--- config.mk ---
export PLATFORM = sky130hd
export DESIGN_NAME = sf_wp_cfg
export DESIGN_NICKNAME = d
export VERILOG_FILES = /design/src/rtl/sf_wp_pkg.sv /design/src/rtl/sf_wp_cfg_reg.sv /design/src/rtl/sf_wp_mode_fsm.sv /design/src/rtl/sf_wp_range_cmp.sv /design/src/rtl/sf_wp_cfg.sv
export SDC_FILE = /design/constraint.sdc
export NUM_CORES = 1
export LEC_CHECK = 0
export CAP_MARGIN = 15
export CORE_ASPECT_RATIO = 0.9
export CORE_MARGIN = 2
export CORE_UTILIZATION = 32
export DETAILED_ROUTE_END_ITERATION = 10
export GPL_TIMING_DRIVEN = 0
export MAX_ROUTING_LAYER = met4
export PLACE_DENSITY_LB_ADDON = 0.08
export SLEW_MARGIN = 20
export SYNTH_ARGS = -nofsm -noshare
export SYNTH_HDL_FRONTEND = slang
export SYNTH_HIERARCHICAL = 1
export SYNTH_SLANG_ARGS = --single-unit
export TNS_END_PERCENT = 50
--- constraint.sdc ---
create_clock -name clk -period 3.4 [get_ports clk]
set_clock_uncertainty 0.15 [all_clocks]
set_input_delay 0.85 -clock clk [delete_from_list [all_inputs] [get_ports clk]]
set_output_delay 0.85 -clock clk [all_outputs]
set_load 0.02 [all_outputs]
--- src/rtl/sf_wp_pkg.sv ---
package sf_wp_pkg;

    localparam int CFG_W     = 16;
    localparam int IMPL_W    = 9;
    localparam int BLK_SECT  = 32;
    localparam int BLK_SH    = 5;

    // Protection mode held by the mode register
    typedef enum logic [1:0] {
        MODE_OPEN   = 2'd0,
        MODE_BOTTOM = 2'd1,
        MODE_TOP    = 2'd2,
        MODE_FULL   = 2'd3
    } wp_mode_e;

    // Implemented configuration bits, MSB first
    typedef struct packed {
        logic       spare;
        logic [3:0] size_code;
        logic       dir_top;
        logic       rce;
        logic [1:0] pin_func;
    } cfg_t;

    localparam cfg_t CFG_RST = '{spare: 1'b0, size_code: 4'd0, dir_top: 1'b1,
                                 rce: 1'b0, pin_func: 2'b01};

endpackage

--- src/rtl/sf_wp_cfg_reg.sv ---
module sf_wp_cfg_reg
    import sf_wp_pkg::*;
(
    input  logic             clk,
    input  logic             rst_n,
    input  logic             we,
    input  logic [CFG_W-1:0] wdata,
    output cfg_t             cfg_q,
    output cfg_t             cfg_d,
    output logic [CFG_W-1:0] rdata
);

    localparam int RSVD_W = CFG_W - IMPL_W;

    // Reserved bits are dropped at the write
    always_comb begin
        if (we) cfg_d = cfg_t'(wdata[IMPL_W-1:0]);
        else    cfg_d = cfg_q;
    end

    // new value visible after the sampling edge
    always_ff @(posedge clk or negedge rst_n) begin
        if (!rst_n) cfg_q <= CFG_RST;
        else        cfg_q <= cfg_d;
    end

    assign rdata = {{RSVD_W{1'b0}}, cfg_q};

endmodule

--- src/rtl/sf_wp_mode_fsm.sv ---
module sf_wp_mode_fsm
    import sf_wp_pkg::*;
#(
    parameter int NUM_BLOCKS = 16
) (
    input  logic     clk,
    input  logic     rst_n,
    input  cfg_t     cfg_d,
    output wp_mode_e mode_q
);

    wp_mode_e mode_d;

    // Transition decode: to_open, to_full, to_bottom, to_top
    always_comb begin
        unique case (cfg_d.size_code)
            4'd0:    mode_d = MODE_OPEN;
            4'd15:   mode_d = MODE_FULL;
            default: begin
                if (int'(cfg_d.size_code) >= NUM_BLOCKS) mode_d = MODE_FULL;
                else if (cfg_d.dir_top)                  mode_d = MODE_TOP;
                else                                     mode_d = MODE_BOTTOM;
            end
        endcase
    end

    // State register
    always_ff @(posedge clk or negedge rst_n) begin
        if (!rst_n) mode_q <= MODE_OPEN;
        else        mode_q <= mode_d;
    end

endmodule

--- src/rtl/sf_wp_range_cmp.sv ---
module sf_wp_range_cmp
    import sf_wp_pkg::*;
#(
    parameter int NUM_SECTORS = 512
) (
    input  wp_mode_e                           mode,
    input  logic [3:0]                         size_code,
    input  logic [$clog2(NUM_SECTORS)-1:0]     sec_idx,
    output logic                               prot_hit
);

    localparam int SEC_W  = $clog2(NUM_SECTORS);
    localparam int BIDX_W = SEC_W - BLK_SH;
    localparam int CNT_W  = BIDX_W + 1;
    localparam int NBLK   = NUM_SECTORS / BLK_SECT;

    logic [CNT_W-1:0] blk;
    logic [CNT_W-1:0] nb;
    logic [CNT_W-1:0] top_start;

    assign blk       = {1'b0, sec_idx[SEC_W-1:BLK_SH]};
    assign nb        = {{(CNT_W-4){1'b0}}, size_code};
    assign top_start = CNT_W'(NBLK) - nb;

    // Output process: region membership per mode
    always_comb begin
        unique case (mode)
            MODE_OPEN:   prot_hit = 1'b0;
            MODE_BOTTOM: prot_hit = (blk < nb);
            MODE_TOP:    prot_hit = (blk >= top_start);
            MODE_FULL:   prot_hit = 1'b1;
            default:     prot_hit = 1'b1;
        endcase
    end

endmodule

--- src/rtl/sf_wp_cfg.sv ---
module sf_wp_cfg
    import sf_wp_pkg::*;
#(
    parameter int NUM_SECTORS = 512
) (
    input  logic                           clk,
    input  logic                           rst_n,
    input  logic                           cfg_we,
    input  logic [15:0]                    cfg_wdata,
    output logic [15:0]                    cfg_rdata,
    input  logic                           wp_n,
    input  logic                           sec_wr_req,
    input  logic [$clog2(NUM_SECTORS)-1:0] sec_idx,
    output logic                           wr_permit,
    output logic                           rd_edge_rise
);

    localparam int NBLK = NUM_SECTORS / BLK_SECT;

    cfg_t     cfg_q;
    cfg_t     cfg_d;
    wp_mode_e mode_q;
    logic     prot_hit;

    sf_wp_cfg_reg u_reg (
        .clk   (clk),
        .rst_n (rst_n),
        .we    (cfg_we),
        .wdata (cfg_wdata),
        .cfg_q (cfg_q),
        .cfg_d (cfg_d),
        .rdata (cfg_rdata)
    );

    sf_wp_mode_fsm #(.NUM_BLOCKS(NBLK)) u_fsm (
        .clk    (clk),
        .rst_n  (rst_n),
        .cfg_d  (cfg_d),
        .mode_q (mode_q)
    );

    sf_wp_range_cmp #(.NUM_SECTORS(NUM_SECTORS)) u_cmp (
        .mode      (mode_q),
        .size_code (cfg_q.size_code),
        .sec_idx   (sec_idx),
        .prot_hit  (prot_hit)
    );

    // pin and request gates, combinational
    always_comb begin
        wr_permit    = sec_wr_req & wp_n & ~prot_hit;
        rd_edge_rise = cfg_q.rce;
    end

endmodule

* Word level (Yosys, flattened, before mapping) *
Index checks and enable logic that the tools add are counted.

operators by class
  add/subtract/negate cells = 1
  $lt $le $gt $ge = 2
  equal/unequal tests = 4
  muxes and demuxes = 4
  bitwise gates (word level) = 3
  reduce and logical (&&, ||, !) cells = 2

operator list
  kind                                              count
  two-way mux 8 bit                                 1
  >= comparator 4 x 5 -> 1 bit                      1
  subtractor 5 x 4 -> 5 bit (first input constant)  1
  == test 2 bit (second input constant)             2
  == test 4 bit (second input constant)             1
  logical NOT 4 bit                                 1
  < comparator 4 bit                                1
  one-hot mux 1 bit (4 select lines)                1
  one-hot mux 2 bit (2 select lines)                1
  AND 1 bit                                         2
  == test 2 x 1 -> 1 bit (second input constant)    1
  logical NOT 2 bit                                 1
  two-way mux 2 bit                                 1
  NOT 1 bit                                         1

storage, ports and cells
  register bits = 11
  input bits = 30

* Logic depth before layout (Yosys ltp) *
  depth in word-level cells = 5
  mapped depth = 9
  gate-level depth less buffers = 9

* Modules after synthesis *
Netlist, hierarchy kept.

by module, submodules not included
  module           times used  cells each  area each (µm²)  seq. area each (µm²)
  sf_wp_cfg_reg    1           36          498.0            227.7
  sf_wp_range_cmp  1           29          211.5            0.0
  sf_wp_mode_fsm   1           8           95.1             50.0
  sf_wp_cfg        1           1           8.8              0.0

* Least setup slack after synthesis *
No wires, ideal clock.

  path kind = input-to-output
  start point = in sec_idx[6]
  end point = out wr_permit
  arrival = 1,784 ps
  data required time = 2,400 ps
  slack = 616 ps
  stages on the path = 6
  path buffers = 0
  cells stage by stage = ha_1 > nor2b_1 > o211ai_1 > a21oi_1 > a21oi_1 > and3b_1

between the ends
  cells in the longest elaborated chain, start to end = 4

RTL lines
  item                                                                RTL line                                      RTL
  from (decl)                                                         sf_wp_cfg.sv:13                               input logic [$clog2(NUM_SECTORS)-1:0] sec_idx,
  >= comparator 4 x 5 -> 1 bit or < comparator 4 bit (tied branches)  sf_wp_range_cmp.sv:30, sf_wp_range_cmp.sv:29
  one-hot mux 1 bit (4 select lines) *                                sf_wp_range_cmp.sv:27                         unique case (mode)
  net prot_hit                                                        sf_wp_cfg.sv:23                               logic prot_hit;
  NOT 1 bit *                                                         sf_wp_cfg.sv:51                               wr_permit = sec_wr_req & wp_n & ~prot_hit;
  AND 1 bit *                                                         sf_wp_cfg.sv:51
  to (decl)                                                           sf_wp_cfg.sv:14                               output logic wr_permit,

The timed path passes the listed nets; every way through them passes the cells marked *.

* Worst setup path in the final report *
  start point = in sec_idx[7]
  end point = out wr_permit

The elaborated chain is that of the path after synthesis.

==> impl_metrics.json <==
{
  "dp_hpwl_um": 1150,
  "cts_buffer_depth": 2,
  "cp_slowest_cell": "clkdlybuf4s50_1",
  "track_usage": 0.104,
  "cp_top_family": "buffers and inverters",
  "power_density_nw_per_um2": 353,
  "worstPathRequired_ns": 2.40,
  "start_kind": "input port",
  "core_area_um2": 2420,
  "numCtsBuffers": 3,
  "seqCellArea_um2": 278,
  "dp_cells": 135,
  "die_area_um2": 2960,
  "worstPathArrival_ns": 2.35,
  "numPortBuffers": 27,
  "synth_seq_cells": 11,
  "p_leak_uw": 0.000584,
  "clkLatencyLatePin_ns": 0.27,
  "postCtsSetupRepairBufs": 0,
  "setup_violations": 0,
  "first_global_vias": 525,
  "rr_worst_depth": 3,
  "fin_nets": 150,
  "min_from": "u_reg/cfg_q[8]",
  "die_h_um": 51.8,
  "drv_slew": 0,
  "synth_seq_area_share": 0.342,
  "critPathMaxStageDelay_ns": 0.46,
  "ios": 48,
  "setup_tns_ns": 0,
  "ir_drop_v": 0.000199,
  "worstSetupPathType": "in -> out",
  "cts_tree": "done",
  "worstHoldPathType": "reg -> reg",
  "final_hold_viol_count": 0,
  "min_to": "u_reg/cfg_q[8]",
  "nFillCells": 247,
  "firstDrtPassIters": 2,
  "crit_buf_inv": 2,
  "drive_gt1_frac": 0.342,
  "pwr-share-comb": 0.418,
  "syn_area_um2": 813,
  "grt_max_degree": 12,
  "finalCriticalPeriod_ns": 3.35,
  "rows": 17,
  "worstReg2RegEnd": "u_fsm/mode_q[1]",
  "r2r-start": "u_reg/cfg_q[4]",
  "antenna_found_initial": 0,
  "internal_power_uw": 294,
  "cts_hold_buf": 0,
  "p_seq_frac": 0.374,
  "drt_iter0_drc": 3,
  "route.detailed.drc": 0,
  "fin_ws_ns": 0.0503,
  "p_clk_frac": 0.208,
  "n_antenna_cell": 0,
  "whs_path_depth": 1,
  "gr-total-overflow": 0,
  "crit_fanout": 2,
  "routed_via_density": 4.36,
  "whs_ns": 0.377,
  "drtAntennaViolNets": 0,
  "num_vias": 606,
  "switching_share": 0.308,
  "fmax_ghz": 0.299,
  "ys.warnings.count": 6,
  "finalCritPeriodShare": 0.985,
  "place.gp.congestion": 0.599,
  "synth_cell_types": 22,
  "worstSetupEndpointType": "output port",
  "wire_per_inst_um": 10.2,
  "syn_avg_cell_area_um2": 11.0,
  "status": "complete, no violations",
  "drv_cap": 0,
  "fin_cells": 139,
  "power.switching_uw": 131,
  "dp_slack_ns": -0.398,
  "grt_pass1_wl_um": 2250,
  "cts.sinks": 11,
  "synth_cells": 74,
  "crit_chain": "clkdlybuf4s50_1, ha_4, nand2_1, o21ai_2, nand4_1, a21oi_1, and3b_1, buf_6",
  "syn_to_final_growth_pct": 47.8,
  "routed_wl_um": 1420,
  "multi_input_area_um2": 437,
  "die_x_um": 57.1,
  "clk_pin_slew_worst_paths_ns": 0.07,
  "r2r_slack_ns": 1.93,
  "start_util": 0.335,
  "cts_root_buf": "clkbuf_4",
  "htreeDepth": 1
}
==> routing by layer <==
metal,up-vias,GRT usage,part of all wire
met3,4,0.0199,0.081
li1,306,-,-
met5,-,-,0
met1,274,0.122,0.43
met2,22,0.165,0.47
met4,0,0.0698,0.018
==> cells in the mapped netlist, drive strengths merged <==
library cell | count | area share
a21oi | 4 | 0.025
a31oi | 1 | 0.0077
and3b | 1 | 0.011
buf | 17 | 0.16
conb | 1 | 0.0046
dfrtp | 9 | 0.28
dfstp | 2 | 0.065
ha | 8 | 0.12
inv | 6 | 0.028
mux2 | 9 | 0.17
nand2 | 2 | 0.0092
nand2b | 1 | 0.0077
nand3 | 1 | 0.0061
nand4 | 2 | 0.015
nor2b | 2 | 0.015
nor3 | 2 | 0.012
o211ai | 2 | 0.018
o21ai | 1 | 0.0061
o41ai | 1 | 0.020
xnor2 | 1 | 0.011
xor2 | 1 | 0.011
==> power by group through the flow <==
| stage | Sequential (µW) | Clock (µW) | Combinational, µW |
|---|---|---|---|
| final | 159 | 88.6 | 178 |
| after global routing | 161 | 104 | 194 |
| after CTS | 159 | 91.8 | 170 |
| after detailed placement | 161 | 0 | 170 |
| after global placement | 160 | 0 | 168 |
| after floorplan | 159 | 0 | 110 |
==> cell usage in the layout (no fill, tap or decap), types with 2 or more instances in the layout <==
master	instances
a21oi_1	3
buf_4	16
buf_6	2
clkbuf_4	3
clkdlybuf4s50_1	24
conb_1	7
dfrtp_1	9
dfstp_2	2
ha_1	6
ha_4	2
inv_1	5
mux2_4	9
nand2_1	2
nand4_1	2
nor2b_1	2
nor3_1	2
o211ai_1	2
==> worst max path at each step <==
stage,startpoint,end,slack (ns),cells after the start
2_1_floorplan,sec_idx[6],wr_permit,0.62,6
3_3_place_gp,sec_idx[5],wr_permit,-0.40,9
3_5_place_dp,sec_idx[7],wr_permit,-0.40,8
4_1_cts,sec_idx[5],wr_permit,0.002,9
5_1_grt,sec_idx[7],wr_permit,-0.01,8
6_report,sec_idx[7],wr_permit,0.05,8
==> cell type report <==
type                            instances  area share
Sequential cell                        11       0.231
Inverter                                6      0.0187
Multi-Input combinational cell         46       0.363
Timing Repair Buffer                   27       0.227
Clock buffer                            4      0.0219
Buffer                                 17       0.109
Tap cell                               28      0.0291
==> state kept, by name (all words and copies together) (netlist names) <==
register	count
u_reg/cfg_q	9
u_fsm/mode_q	2
==> kinds of logic (layout without fill, tap and decap cells) <==
kind of cell / after synthesis / in the layout / share of synthesized area
buf+inv: 23 / 54 / 0.189
xor+xnor: 2 / 2 / 0.0215
compound gates: 9 / 9 / 0.0769
fa+ha+maj: 8 / 8 / 0.123
simple gates: 11 / 11 / 0.0769
mux: 9 / 9 / 0.166
flops: 11 / 11 / 0.342
other cells: 1 / 7 / 0.00461
==> repair_timing <==
item                                    4_1_cts  5_1_grt
gates resized for setup                       6        8
pin swaps                                     2        4
endpoints found under the setup margin        1        1
==> metrics by stage <==
| stage | power (µW) | utilization | area (µm²) |
|---|---|---|---|
| 5_1_grt | 459 | 0.496 | 1200 |
| 2_1_floorplan | 269 | - | 836 |
| 6_report | 425 | 0.496 | 1200 |
| 3_5_place_dp | 331 | 0.471 | 1140 |
| 4_1_cts | 421 | 0.480 | 1160 |
| 3_3_place_gp | 328 | 0.471 | 1140 |
(Power assumes the default switching activity.)
